`config.mk`:
```
export PLATFORM = sky130hd
export DESIGN_NAME = frame_tap_classifier
export DESIGN_NICKNAME = d
export VERILOG_FILES = /design/src/rtl/frame_tap_pkg.sv /design/src/rtl/hdr_field_grab.sv /design/src/rtl/frame_class_decide.sv /design/src/rtl/pkt_event_counter.sv /design/src/rtl/frame_tap_classifier.sv
export SDC_FILE = /design/constraint.sdc
export NUM_CORES = 1
export LEC_CHECK = 0
export ABC_AREA = 0
export ABC_CLOCK_PERIOD_IN_PS = 4500
export BUFFER_PORTS_ARGS = -buffer_cell sky130_fd_sc_hd__buf_2
export CAP_MARGIN = 0
export CORE_ASPECT_RATIO = 1.4
export CORE_UTILIZATION = 51
export CTS_BUF_LIST = sky130_fd_sc_hd__clkbuf_4 sky130_fd_sc_hd__clkbuf_8
export DETAILED_ROUTE_END_ITERATION = 12
export PLACE_DENSITY = 0.74
export REMOVE_ABC_BUFFERS = 1
export SYNTH_ARGS = -nofsm -noshare
export SYNTH_HDL_FRONTEND = slang
export SYNTH_SLANG_ARGS = --single-unit
```
`constraint.sdc`:
```
create_clock -name clk -period 4.5 [get_ports clk]
set_input_delay 0.225 -clock clk [delete_from_list [all_inputs] [get_ports clk]]
set_output_delay 0.225 -clock clk [all_outputs]
set_load 0.02 [all_outputs]
```
`src/rtl/frame_tap_pkg.sv`:
```
// Shared constants and the header-field record for the frame classifier.
package frame_tap_pkg;
    localparam int          ETH_HDR_BYTES = 14;
    localparam logic [15:0] ETYPE_IPV4    = 16'h0800;
    localparam logic [3:0]  IP_VERSION    = 4'd4;
    localparam logic [3:0]  IHL_MIN       = 4'd5;
    localparam logic [7:0]  PROTO_TCP     = 8'd6;
    localparam logic [7:0]  PROTO_ICMP    = 8'd1;
    localparam logic [15:0] WEB_PORT      = 16'd80;
    localparam logic [7:0]  ICMP_ECHO_REQ = 8'd8;
    localparam logic [7:0]  ICMP_ECHO_REP = 8'd0;
    localparam int          POS_ETYPE_HI  = 12;
    localparam int          POS_ETYPE_LO  = 13;
    localparam int          POS_VER_IHL   = 14;
    localparam int          POS_PROTO     = 23;
    localparam int          TP_BYTES      = 4;

    // Fields gathered from one frame's headers
    typedef struct packed {
        logic [15:0]               etype;
        logic [3:0]                ver;
        logic [3:0]                ihl;
        logic [7:0]                proto;
        logic [TP_BYTES-1:0][7:0]  tp;    // transport bytes 0..3
    } hdr_fields_t;

    // Class index used to select a counter
    typedef enum logic [0:0] { CLS_WEB = 1'b0, CLS_PING = 1'b1 } cls_e;
    localparam int NUM_CLS = 2;
endpackage

```
`src/rtl/hdr_field_grab.sv`:
```
// Header field grabber.
// Tracks the byte index within the current frame and captures the link type,
// IPv4 version/IHL, protocol and the first four transport bytes. The transport
// position follows the IHL already captured. Assumes only accepted beats
// (beat=1) advance the index. Output fld is the field set including the byte of
// the current beat, so a decision on a last beat sees every byte.
module hdr_field_grab
    import frame_tap_pkg::*;
#(
    parameter int IDXW = 11
) (
    input  logic            clk,
    input  logic            rst_n,
    input  logic            beat,
    input  logic            last,
    input  logic [7:0]      data,
    output logic [IDXW-1:0] idx,
    output hdr_fields_t     fld
);
    localparam logic [IDXW-1:0] IDX_MAX = '1;

    logic [IDXW-1:0] idx_q;
    hdr_fields_t     fld_q;
    logic [IDXW-1:0] tp_start;

    assign idx = idx_q;

    // Transport start from the IHL captured so far
    assign tp_start = IDXW'(ETH_HDR_BYTES) + IDXW'({fld_q.ihl, 2'b00});

    // Merge the current byte into the captured fields
    always_comb begin
        fld = fld_q;
        if (beat) begin
            if (idx_q == IDXW'(POS_ETYPE_HI)) fld.etype[15:8] = data;
            if (idx_q == IDXW'(POS_ETYPE_LO)) fld.etype[7:0]  = data;
            if (idx_q == IDXW'(POS_VER_IHL)) begin
                fld.ver = data[7:4];
                fld.ihl = data[3:0];
            end
            if (idx_q == IDXW'(POS_PROTO))    fld.proto       = data;
            for (int k = 0; k < TP_BYTES; k++) begin
                if (idx_q == tp_start + IDXW'(k)) fld.tp[k] = data;
            end
        end
    end

    // Advance index and store fields; restart after a last beat
    always_ff @(posedge clk) begin
        if (!rst_n) begin
            idx_q <= '0;
            fld_q <= '0;
        end else if (beat) begin
            if (last) begin
                idx_q <= '0;
                fld_q <= '0;
            end else begin
                fld_q <= fld;
                if (idx_q != IDX_MAX) idx_q <= idx_q + 1'b1;
            end
        end
    end
endmodule

```
`src/rtl/frame_class_decide.sv`:
```
// Frame class decision.
// Pure logic: from the field set and the index of the current byte, says whether
// a frame ending on this byte is web or ping. Assumes fld already holds the
// current byte. A frame too short to carry the deciding bytes is neither.
module frame_class_decide
    import frame_tap_pkg::*;
#(
    parameter int IDXW = 11
) (
    input  hdr_fields_t     fld,
    input  logic [IDXW-1:0] idx,
    output logic            is_web,
    output logic            is_ping
);
    logic [IDXW-1:0] tp_start;
    logic            ipv4_ok;
    logic [15:0]     port_a;
    logic [15:0]     port_b;

    assign tp_start = IDXW'(ETH_HDR_BYTES) + IDXW'({fld.ihl, 2'b00});
    assign port_a   = {fld.tp[0], fld.tp[1]};
    assign port_b   = {fld.tp[2], fld.tp[3]};

    // Link type, version and header length checks
    assign ipv4_ok = (fld.etype == ETYPE_IPV4) && (fld.ver == IP_VERSION)
                   && (fld.ihl >= IHL_MIN);

    // Web needs both port fields present
    assign is_web  = ipv4_ok && (fld.proto == PROTO_TCP)
                   && (idx >= tp_start + IDXW'(3))
                   && ((port_a == WEB_PORT) || (port_b == WEB_PORT));

    // Ping needs the type byte present
    assign is_ping = ipv4_ok && (fld.proto == PROTO_ICMP)
                   && (idx >= tp_start)
                   && ((fld.tp[0] == ICMP_ECHO_REQ) || (fld.tp[0] == ICMP_ECHO_REP));
endmodule

```
`src/rtl/pkt_event_counter.sv`:
```
// Wrapping event counter with synchronous clear.
// Clear wins over increment. Assumes inc is a one-cycle pulse per event.
module pkt_event_counter #(
    parameter int W = 32
) (
    input  logic         clk,
    input  logic         rst_n,
    input  logic         clr,
    input  logic         inc,
    output logic [W-1:0] count
);
    // Count events, clear taking priority
    always_ff @(posedge clk) begin
        if (!rst_n)   count <= '0;
        else if (clr) count <= '0;
        else if (inc) count <= count + 1'b1;
    end
endmodule

```
`src/rtl/frame_tap_classifier.sv`:
```
// Pass-through frame classifier (top).
// Forwards the byte stream unchanged with no register stage and counts web and
// ping frames on each frame's last beat. Assumes the upstream keeps tdata and
// tlast stable while valid is high and ready is low.
module frame_tap_classifier
    import frame_tap_pkg::*;
#(
    parameter int IDXW  = 11,
    parameter int CNT_W = 32
) (
    input  logic             clk,
    input  logic             rst_n,
    input  logic [7:0]       s_tdata,
    input  logic             s_tvalid,
    output logic             s_tready,
    input  logic             s_tlast,
    output logic [7:0]       m_tdata,
    output logic             m_tvalid,
    input  logic             m_tready,
    output logic             m_tlast,
    input  logic             cnt_clear,
    output logic [CNT_W-1:0] web_count,
    output logic [CNT_W-1:0] ping_count
);
    logic                         beat;
    logic [IDXW-1:0]              idx;
    hdr_fields_t                  fld;
    logic                         is_web;
    logic                         is_ping;
    logic [NUM_CLS-1:0]           hit;
    logic [NUM_CLS-1:0][CNT_W-1:0] counts;

    // Straight-through data path
    assign m_tdata  = s_tdata;
    assign m_tvalid = s_tvalid;
    assign m_tlast  = s_tlast;
    assign s_tready = m_tready;
    assign beat     = s_tvalid && m_tready;

    hdr_field_grab #(.IDXW(IDXW)) u_grab (
        .clk   (clk),
        .rst_n (rst_n),
        .beat  (beat),
        .last  (s_tlast),
        .data  (s_tdata),
        .idx   (idx),
        .fld   (fld)
    );

    frame_class_decide #(.IDXW(IDXW)) u_decide (
        .fld     (fld),
        .idx     (idx),
        .is_web  (is_web),
        .is_ping (is_ping)
    );

    // One increment pulse per class on the last beat
    assign hit[CLS_WEB]  = beat && s_tlast && is_web;
    assign hit[CLS_PING] = beat && s_tlast && is_ping;

    for (genvar c = 0; c < NUM_CLS; c++) begin : g_cnt
        pkt_event_counter #(.W(CNT_W)) u_cnt (
            .clk   (clk),
            .rst_n (rst_n),
            .clr   (cnt_clear),
            .inc   (hit[c]),
            .count (counts[c])
        );
    end

    assign web_count  = counts[CLS_WEB];
    assign ping_count = counts[CLS_PING];
endmodule

```
==> results.sh, run 1 <==
export IMPL_cp_num_cells=15
export IMPL_cts_resized=0
export IMPL_die_w_um=106
export IMPL_final_layout_size_suffix_gt1_share_pct=16.9
export IMPL_finalPower_w=0.00238
export IMPL_synth_top_cells_by_area="dfxtp_1, nor2b_1, a21oi_1, a22oi_1, nand2_1"
export IMPL_cts_tree="built"
export IMPL_num_fill_cells=1448
export IMPL_multiInputGateArea_um2=4640
export IMPL_rsz0062_at_grt="no"
export IMPL_syn_inst=929
export IMPL_worst_pin_slew_ps=967
export IMPL_core_um2=15000
export IMPL_firstDrtPassIters=5
export IMPL_fin_util_pct=58.4
export IMPL_seq_area_um2=2780
export IMPL_ant_nets=0
export IMPL_r2r_end="g_cnt[0].u_cnt.count[30]"
export IMPL_crit_type="reg2reg"
export IMPL_power_leakage_nw=3.27
export IMPL_max_slew_margin_pct=35.2
export IMPL_htreeDepth=4
export IMPL_cts_hold_buf=0
export IMPL_start_util_pct=51.9
export IMPL_async_reset_ff_share_pct=0
export IMPL_min_path_cells=3
export IMPL_wl_mm=19.5
export IMPL_setup_worst_path_end="g_cnt[0].u_cnt.count[30]"
export IMPL_nets=1028
export IMPL_synth_top_area_share_pct=35.8
export IMPL_cts_clk_slew_worst_paths_ps=90
export IMPL_track_usage_pct=25.1
export IMPL_num_rows=53
export IMPL_clockBufferDepth=2
export IMPL_arrival_ps=4650
export IMPL_yosys_warnings=0
export IMPL_cp_start_kind="flip-flop"
export IMPL_area_delta_synth_final_pct=12.5
export IMPL_skew_ps=13.7
export IMPL_slowest_stage="or4_1"
export IMPL_ys_ff_latch=139
export IMPL_cp_top_family="simple AND/OR/NAND/NOR gates"
export IMPL_drv_cap=0
export IMPL_yosysSeqAreaShare_pct=35.8
export IMPL_cts_sinks=139
export IMPL_holdWs_ps=221
export IMPL_setup_viol_count_final=0
export IMPL_antenna_found_initial=0
export IMPL_hp_class="in2reg"
export IMPL_synth_edf_count=0
export IMPL_worstPathRequired_ps=4890
export IMPL_cts_buffers=17
export IMPL_crit_path_start="u_grab.idx[5]"
export IMPL_drt_iter0_markers=455
export IMPL_finalMaxSlewViolations=0
export IMPL_fmax_mhz=235
export IMPL_grt_first_pass_wirelength_mm=31.7
export IMPL_die_area_um2=15800
export IMPL_slowest_delay_ps=530
export IMPL_layout_commonest_cell="dfxtp_1"
export IMPL_p_per_area_nw_per_um2=272
export IMPL_dpl_hpwl_mm=13.7
export IMPL_final_cell_mix="dfxtp_1, buf_2, nand2_1"
export IMPL_syn_avg_cell_area_um2=8.38
export IMPL_rrSetupSlack_ps=240
export IMPL_cts_setup_buffers=0
export IMPL_grt_pass1_vias=6596
export IMPL_yosysTopAreaCell="dfxtp_1"
export IMPL_fin_crit_sh_pct=94.7
export IMPL_crit_path_end_kind="flip-flop"
export IMPL_finalCriticalPeriod_ps=4260
export IMPL_gp_congestion=0.896
export IMPL_r2r_start="u_grab.idx[5]"
export IMPL_syn_area_um2=7780
export IMPL_synth_top_flop_cell="dfxtp_1"
export IMPL_worstPathCellList="or3_4, nor4_4, buf_4, nor2_1, a21oi_2, ha_1, inv_1, or4_1, ha_1, o2111ai_1, o21ai_0, nand4_2, buf_4, or4b_1, a21oi_1"
export IMPL_num_antenna_cells=0
export IMPL_path_buf_inv=3
export IMPL_status="complete, no violations"
export IMPL_placement_io_buffers=88
export IMPL_drt_wirelength_per_cell_um=16.3
export IMPL_reg2reg_depth=15
export IMPL_via_per_inst=6.02
export IMPL_finalSetupTns_ps=0
export IMPL_synth_distinct_cells=70
export IMPL_drc_errors=0
export IMPL_cp_max_fo=55
export IMPL_clk_latency_ps=460
export IMPL_ir_drop_uv=237
export IMPL_cts_root_buf="clkbuf_8"
export IMPL_io_pins=89
export IMPL_routed_via_count=7204
export IMPL_grt_max_degree=71
export IMPL_overflow=0
export IMPL_fp_dieH_um=148
export IMPL_finalHoldViolations=0
sequential cells by signal, summed over array words and instances (netlist names):
register,flops
u_grab.idx,11
g_cnt.u_cnt.count,64
u_grab.fld_q,64
routing by layer:
metal | part of all wire (%) | track usage, % | vias to the layer above
met3 | 4.5 | 5.61 | 43
met4 | 2.5 | 11.3 | 0
met2 | 51 | 45.1 | 182
met1 | 42 | 28.1 | 3425
li1 | - | - | 3554
met5 | 0 | 0 | -
cells in the mapped netlist, drive strengths merged, types with 4 or more instances:
cell type  number
nor2b          74
nand3          30
and4            8
dfxtp         139
or2             8
or4            31
mux2i          21
nor2           54
a32oi           5
nand2          77
a31oi           8
a21bo           4
nand3b          6
clkbuf         43
o21ai          18
a21oi          67
a22oi          42
o31ai          26
nand4          23
o211ai          5
or3            12
inv            20
xnor2          19
ha             23
and2            7
and3           23
nor4           21
nand2b         18
a21boi          4
buf            23
nor3           16
a41o            6
o41ai           4
metrics by stage:
| step | instance area [um^2] | setup WS (ps) | std cells |
|---|---|---|---|
| finish | 8760 | 241 | 1196 |
| global route | 8760 | 22.8 | 1196 |
| CTS | 8740 | 137 | 1196 |
| detailed placement | 8340 | 160 | 1164 |
| global placement | 8340 | 339 | 1164 |
| floorplan | 7470 | -320 | 863 |
power by group:
group,internal (W),leakage [nW],switching [W]
Clock,0.000526,0.202,0.000510
Combinational,0.0000327,1.95,0.0000803
Sequential,0.00123,1.12,0.000000221
Total,0.00179,3.27,0.000590
worst min path at each step:
stage / start / endpoint
3_5_place_dp: u_grab.fld_q[46] / u_grab.fld_q[46]
3_3_place_gp: g_cnt[1].u_cnt.count[31] / g_cnt[1].u_cnt.count[31]
2_1_floorplan: rst_n / u_grab.idx[0]
5_1_grt: cnt_clear / g_cnt[1].u_cnt.count[30]
4_1_cts: cnt_clear / g_cnt[1].u_cnt.count[30]
6_report: cnt_clear / g_cnt[1].u_cnt.count[30]
kinds of logic after synthesis:
kind of cell	share of synthesized area (%)
buffers and inverters	5.02
multiplexers	3.04
XOR/XNOR	2.36
adder cells (fa/ha/maj)	3.70
AND/OR/NAND/NOR	32.1
flip-flops	35.8
AO/OA/AOI/OAI	18.1
worst reg2reg max path, delay by kind of cell, from the launching register on:
family / cells / cell delay, ps
and+or+nand+nor: 6 / 2020
DFF: 1 / 320
AOI/OAI and AO/OA: 4 / 730
buffers and inverters: 3 / 600
adders and majority gates: 2 / 510
layout make-up:
class | count | share of cell area, %
clock buffer | 20 | 3.00
clock inverter | 12 | 1.60
inverter | 21 | 0.900
multi-input combinational | 703 | 53.0
sequential | 139 | 31.8
tap | 192 | 2.74
timing repair buffer | 109 | 6.97
Power figures use the tool's default switching activity.
==> run 2, diff against run 1 <==
--- a/config.mk
+++ b/config.mk
@@ -6,15 +6,17 @@
 export NUM_CORES = 1
 export LEC_CHECK = 0
 export ABC_AREA = 0
-export ABC_CLOCK_PERIOD_IN_PS = 4500
+export ABC_CLOCK_PERIOD_IN_PS = 4380
 export BUFFER_PORTS_ARGS = -buffer_cell sky130_fd_sc_hd__buf_2
 export CAP_MARGIN = 0
 export CORE_ASPECT_RATIO = 1.4
 export CORE_UTILIZATION = 51
 export CTS_BUF_LIST = sky130_fd_sc_hd__clkbuf_4 sky130_fd_sc_hd__clkbuf_8
 export DETAILED_ROUTE_END_ITERATION = 12
-export PLACE_DENSITY = 0.74
+export PLACE_DENSITY = 0.71
 export REMOVE_ABC_BUFFERS = 1
+export SKIP_LAST_GASP = 1
+export SLEW_MARGIN = 25
 export SYNTH_ARGS = -nofsm -noshare
 export SYNTH_HDL_FRONTEND = slang
 export SYNTH_SLANG_ARGS = --single-unit
==> constraint.sdc (replaced) <==
create_clock -name clk -period 4.38 [get_ports clk]
set_input_delay 0.219 -clock clk [delete_from_list [all_inputs] [get_ports clk]]
set_output_delay 0.219 -clock clk [all_outputs]
set_load 0.02 [all_outputs]
==> run 2 against run 1 <==
Effect of this change:
- die area stayed put
- clock power hardly changed
- non-clock buffer count is 2 higher
- critical path depth stayed put
- design area is 0.17% higher
- critical endpoint is now g_cnt[0].u_cnt.count[11]
- largest power group unchanged
- highest routed layer unchanged
==> results.sh, run 2 (synthesis gave the netlist of run 1 again) <==
export IMPL_hold_start="rst_n"
export IMPL_grt_pass1_vias=6616
export IMPL_worst_pin_slew_ps=939
export IMPL_arrival_ps=4560
export IMPL_cts_tree="built"
export IMPL_wl_mm=19.3
export IMPL_netSwitchingPower_w=0.000653
export IMPL_place_inst=1166
export IMPL_status="complete, no violations"
export IMPL_antenna_found_initial=0
export IMPL_clockBufferDepth=2
export IMPL_routed_via_count=7153
export IMPL_setup_viol_count_final=0
export IMPL_io_pins=89
export IMPL_pwr_share_seq_pct=52.2
export IMPL_nets=1030
export IMPL_cp_max_fo=11
export IMPL_drc_errors=0
export IMPL_ant_nets=0
export IMPL_worstPathRequired_ps=4770
export IMPL_max_slew_margin_pct=37.4
export IMPL_finalCriticalPeriod_ps=4170
export IMPL_p_per_area_nw_per_um2=276
export IMPL_final_cell_mix="dfxtp_1, buf_2, nand2_1"
export IMPL_layout_commonest_cell="dfxtp_1"
export IMPL_final_layout_size_suffix_gt1_share_pct=17.1
export IMPL_cts_root_buf="clkbuf_8"
export IMPL_hp_class="in2reg"
export IMPL_finalHoldViolations=0
export IMPL_via_per_inst=5.97
export IMPL_cts_hold_buf=0
export IMPL_fin_crit_sh_pct=95.2
export IMPL_final_cell_count_no_fill=1198
export IMPL_dpl_hpwl_mm=13.3
export IMPL_htreeDepth=4
export IMPL_cts_clk_slew_worst_paths_ps=90
export IMPL_firstDrtPassIters=5
export IMPL_cts_resized=1
export IMPL_min_path_cells=2
export IMPL_rrSetupSlack_ps=210
export IMPL_gp_congestion=0.912
export IMPL_r2r_end="g_cnt[0].u_cnt.count[11]"
export IMPL_finalPower_w=0.00242
export IMPL_ir_drop_uv=195
export IMPL_multiInputGateArea_um2=4650
export IMPL_start_util_pct=51.9
export IMPL_area_delta_synth_final_pct=12.7
export IMPL_reg2reg_depth=15
export IMPL_num_rows=53
export IMPL_fp_dieH_um=148
export IMPL_holdPathEnd="u_grab.fld_q[52]"
export IMPL_seq_area_um2=2780
export IMPL_fmax_mhz=240
export IMPL_num_fill_cells=1445
export IMPL_overflow=0
export IMPL_finalSetupTns_ps=0
export IMPL_grt_max_degree=67
export IMPL_switching_share_pct=27.0
export IMPL_track_usage_pct=24.8
export IMPL_r2r_start="u_grab.idx[5]"
export IMPL_clk_latency_ps=470
export IMPL_skew_ps=15.3
export IMPL_rsz0062_at_grt="yes"
export IMPL_drt_wirelength_per_cell_um=16.1
export IMPL_die_area_um2=15800
export IMPL_core_um2=15000
export IMPL_num_antenna_cells=0
export IMPL_cts_sinks=139
export IMPL_grt_first_pass_wirelength_mm=31.5
export IMPL_placement_io_buffers=88
export IMPL_pwr_share_comb_pct=4.9
export IMPL_power_frac_clock_pct=42.9
export IMPL_p_int_w=0.00177
export IMPL_cp_start_kind="flip-flop"
export IMPL_drv_cap=0
export IMPL_cts_buffers=17
export IMPL_power_leakage_nw=3.28
export IMPL_drt_iter0_markers=475
export IMPL_cts_setup_buffers=0
export IMPL_finalMaxSlewViolations=0
export IMPL_die_w_um=106
export IMPL_crit_path_end_kind="flip-flop"
export IMPL_crit_type="reg2reg"
[run 2: changes by cell type in the layout (fill, tap and decap cells not counted), sizes merged]
cell,before,now
inv,23,26
clkinvlp,2,1
clkinv,6,8
buf,109,111
bufinv,2,1
clkbuf,20,17
[run 2: how the worst max path moves through the flow]
stage	end	startpoint	cells past startpoint	slack, ps
floorplan	g_cnt[0].u_cnt.count[10]	u_grab.idx[5]	14	-440
global placement	g_cnt[0].u_cnt.count[11]	u_grab.idx[5]	15	120
detailed placement	g_cnt[0].u_cnt.count[11]	u_grab.idx[5]	15	1
CTS	g_cnt[0].u_cnt.count[11]	u_grab.idx[5]	15	0.2
global route	g_cnt[0].u_cnt.count[11]	u_grab.idx[5]	15	-10
finish	g_cnt[0].u_cnt.count[11]	u_grab.idx[5]	15	210
[run 2: critical path, cell delays in order (launching register included)]
cell       delay [ps]
dfxtp_1           320
or3_4             440
nor4_4            310
buf_4             250
mux2i_1           180
inv_1             220
ha_1              200
nand2_1            90
or4_1             440
ha_1              320
o2111ai_1          90
o21ai_1           210
nand4_1           100
or2_1             310
or4_1             490
a21oi_1           140
[run 2: power by group through the flow]
stage | Sequential [W] | Combinational (W) | Clock [W]
floorplan | 0.00129 | 0.0000532 | 0
detailed placement | 0.00129 | 0.000116 | 0
global placement | 0.00129 | 0.000116 | 0
CTS | 0.00126 | 0.000117 | 0.00106
global route | 0.00126 | 0.000127 | 0.00111
finish | 0.00126 | 0.000118 | 0.00104
[run 2: cell type report]
class | count | area share, %
repair buffers | 111 | 7.17
clock inverters | 15 | 1.81
flip-flops and latches | 139 | 31.7
multi-input cells | 703 | 53.0
inverters | 21 | 0.899
well taps | 192 | 2.74
clock buffers | 17 | 2.67
[run 2: metrics by stage]
step	hold slack (ps)	setup slack (ps)	util, %	cell area [um^2]
floorplan	341	-440	-	7470
global placement	453	122	55.7	8350
detailed placement	460	1.26	55.8	8360
CTS	47.8	0.209	58.4	8750
global route	69.2	-13.4	58.5	8770
finish	71.4	212	58.5	8770
[run 2: layer usage]
metal	vias up	GRT usage [%]	wire [um]
met1	3344	29.3	8210
met5	-	0	0
met2	201	42.7	9560
met3	48	4.51	1010
met4	0	12.6	568
li1	3560	-	-
==> run 3, diff against run 2 <==
--- a/config.mk
+++ b/config.mk
@@ -8,12 +8,13 @@
 export ABC_AREA = 0
 export ABC_CLOCK_PERIOD_IN_PS = 4380
 export BUFFER_PORTS_ARGS = -buffer_cell sky130_fd_sc_hd__buf_2
-export CAP_MARGIN = 0
+export CAP_MARGIN = 15
 export CORE_ASPECT_RATIO = 1.4
-export CORE_UTILIZATION = 51
+export CORE_UTILIZATION = 55
 export CTS_BUF_LIST = sky130_fd_sc_hd__clkbuf_4 sky130_fd_sc_hd__clkbuf_8
 export DETAILED_ROUTE_END_ITERATION = 12
-export PLACE_DENSITY = 0.71
+export PLACE_DENSITY = 0.76
+export RECOVER_POWER = 25
 export REMOVE_ABC_BUFFERS = 1
 export SKIP_LAST_GASP = 1
 export SLEW_MARGIN = 25
==> run 3 against run 2 <==
Effect of this change:
- setup slack better by 100 ps
- combinational power about the same
- worst hold slack better by 190 ps
- clock-buffer cell count is 3 higher
==> results.sh, run 3 (synthesis gave the netlist of run 1 again) <==
export IMPL_cts_sinks=139
export IMPL_crit_type="reg2reg"
export IMPL_grt_pass1_vias=6676
export IMPL_ir_drop_uv=212
export IMPL_cts_clk_slew_worst_paths_ps=80
export IMPL_grt_first_pass_wirelength_mm=32.2
export IMPL_finalCriticalPeriod_ps=4070
export IMPL_r2r_end="g_cnt[0].u_cnt.count[11]"
export IMPL_htreeDepth=4
export IMPL_finalPower_w=0.00251
export IMPL_rrSetupSlack_ps=310
export IMPL_final_cell_mix="dfxtp_1, nand2_1, nor2b_1"
export IMPL_nets=1031
export IMPL_dpl_hpwl_mm=13.6
export IMPL_via_per_inst=6.09
export IMPL_die_area_um2=14600
export IMPL_cts_buffers=17
export IMPL_area_delta_synth_final_pct=12.5
export IMPL_clockBufferDepth=2
export IMPL_routed_via_count=7257
export IMPL_ant_nets=0
export IMPL_slowest_delay_ps=520
export IMPL_cts_tree="built"
export IMPL_skew_ps=11.9
export IMPL_layout_commonest_cell="dfxtp_1"
export IMPL_overflow=0
export IMPL_setup_viol_count_final=0
export IMPL_gp_congestion=0.907
export IMPL_worstPathRequired_ps=4750
export IMPL_power_leakage_nw=3.08
export IMPL_placement_io_buffers=88
export IMPL_setup_worst_path_end="g_cnt[0].u_cnt.count[11]"
export IMPL_fmax_mhz=246
export IMPL_hp_class="in2reg"
export IMPL_min_path_cells=3
export IMPL_num_rows=51
export IMPL_cp_start_kind="flip-flop"
export IMPL_arrival_ps=4440
export IMPL_drt_wirelength_per_cell_um=16.4
export IMPL_firstDrtPassIters=5
export IMPL_p_per_area_nw_per_um2=286
export IMPL_cts_hold_buf=0
export IMPL_fp_dieH_um=143
export IMPL_start_util_pct=56.2
export IMPL_cts_root_buf="clkbuf_8"
export IMPL_fin_util_pct=63.2
export IMPL_reg2reg_depth=16
export IMPL_slowest_stage="or4_1"
export IMPL_wl_mm=19.5
export IMPL_fin_crit_sh_pct=92.8
export IMPL_track_usage_pct=27.8
export IMPL_max_slew_margin_pct=17.7
export IMPL_grt_max_degree=70
export IMPL_status="complete, no violations"
export IMPL_io_pins=89
export IMPL_worst_pin_slew_ps=1240
export IMPL_drc_errors=0
export IMPL_clk_latency_ps=450
export IMPL_finalMaxSlewViolations=0
export IMPL_final_layout_size_suffix_gt1_share_pct=12.3
export IMPL_antenna_found_initial=0
export IMPL_num_antenna_cells=0
export IMPL_die_w_um=103
export IMPL_worstPathCellList="or3_1, nor4_4, buf_4, nor2_1, a21oi_2, inv_2, ha_1, inv_1, or4_1, ha_1, o2111ai_1, o21ai_2, nand4_1, or2_4, or4_1, a21oi_1"
export IMPL_finalHoldViolations=0
export IMPL_holdWs_ps=259
export IMPL_cp_max_fo=7
export IMPL_drt_iter0_markers=387
export IMPL_drv_cap=0
export IMPL_r2r_start="u_grab.idx[8]"
export IMPL_core_um2=13800
export IMPL_place_inst=1159
export IMPL_crit_path_end_kind="flip-flop"
export IMPL_crit_path_start="u_grab.idx[8]"
export IMPL_final_cell_count_no_fill=1192
export IMPL_num_fill_cells=1315
==> run 3: cell count changes in the layout (fill, tap and decap cells not counted), moves of 2 or more <==
cell        previous run  this run
buf_4                 21        23
clkinvlp_4             1         5
buf_2                 88        35
clkinv_4               4         0
clkinv_2               2         0
clkbuf_1               0        53
bufinv_16              1         3
clkbuf_4               0         2
inv_8                  3         0
==> run 3: cell type report <==
| class | count | area, um^2 | area share, % |
|---|---|---|---|
| multi-input combinational | 703 | 4670 | 53.4 |
| timing repair buffer | 112 | 562 | 6.42 |
| inverter | 21 | 78.8 | 0.901 |
| sequential | 139 | 2780 | 31.8 |
| clock inverter | 12 | 163 | 1.86 |
| clock buffer | 20 | 263 | 3.00 |
| tap | 185 | 231 | 2.64 |
==> run 3: worst min path at each step <==
stage                                 from                        to  slack [ps]
after global routing             cnt_clear  g_cnt[1].u_cnt.count[30]         270
after detailed placement  u_grab.fld_q[46]          u_grab.fld_q[46]         460
final                            cnt_clear  g_cnt[1].u_cnt.count[30]         260
after global placement    u_grab.fld_q[46]          u_grab.fld_q[46]         450
after CTS                        cnt_clear  g_cnt[1].u_cnt.count[30]         230
after floorplan                      rst_n             u_grab.idx[0]         340
==> run 3: what timing repair did <==
| item | in CTS | in global routing |
|---|---|---|
| pin swaps | 1 | 0 |
| buffers inserted | 1 | 0 |
| gates resized for setup | 0 | 12 |
| setup endpoints to repair | 1 | 63 |
==> run 3: critical path: cells and delay by family, from the launching register on <==
kind	cells	cell delay, ps
AND/OR/NAND/NOR	7	2150
AO/OA/AOI/OAI	4	580
adder cells (fa/ha/maj)	2	580
flip-flops	1	340
buffers and inverters	3	340
==> run 3: report_power, final <==
group | total, W | switching [W] | internal (W)
registers | 0.00126 | 0.000000257 | 0.00126
logic | 0.000116 | 0.0000833 | 0.0000327
clock network | 0.00113 | 0.000530 | 0.000598
==> run 3: through the flow <==
step / setup WS [ps] / cell area, um^2 / setup TNS [ps]
6_report: 314 / 8750 / 0
5_1_grt: -6.38 / 8750 / -6.38
4_1_cts: 85.5 / 8760 / 0
3_5_place_dp: 20.1 / 8330 / 0
3_3_place_gp: 101 / 8330 / 0
2_1_floorplan: -440 / 7470 / -12120
==> run 3: layer usage <==
metal | track usage, % | wire (um)
met1 | 33.5 | 8280
met2 | 48.8 | 9890
met3 | 3.77 | 858
met4 | 11.6 | 515
met5 | 0 | 0
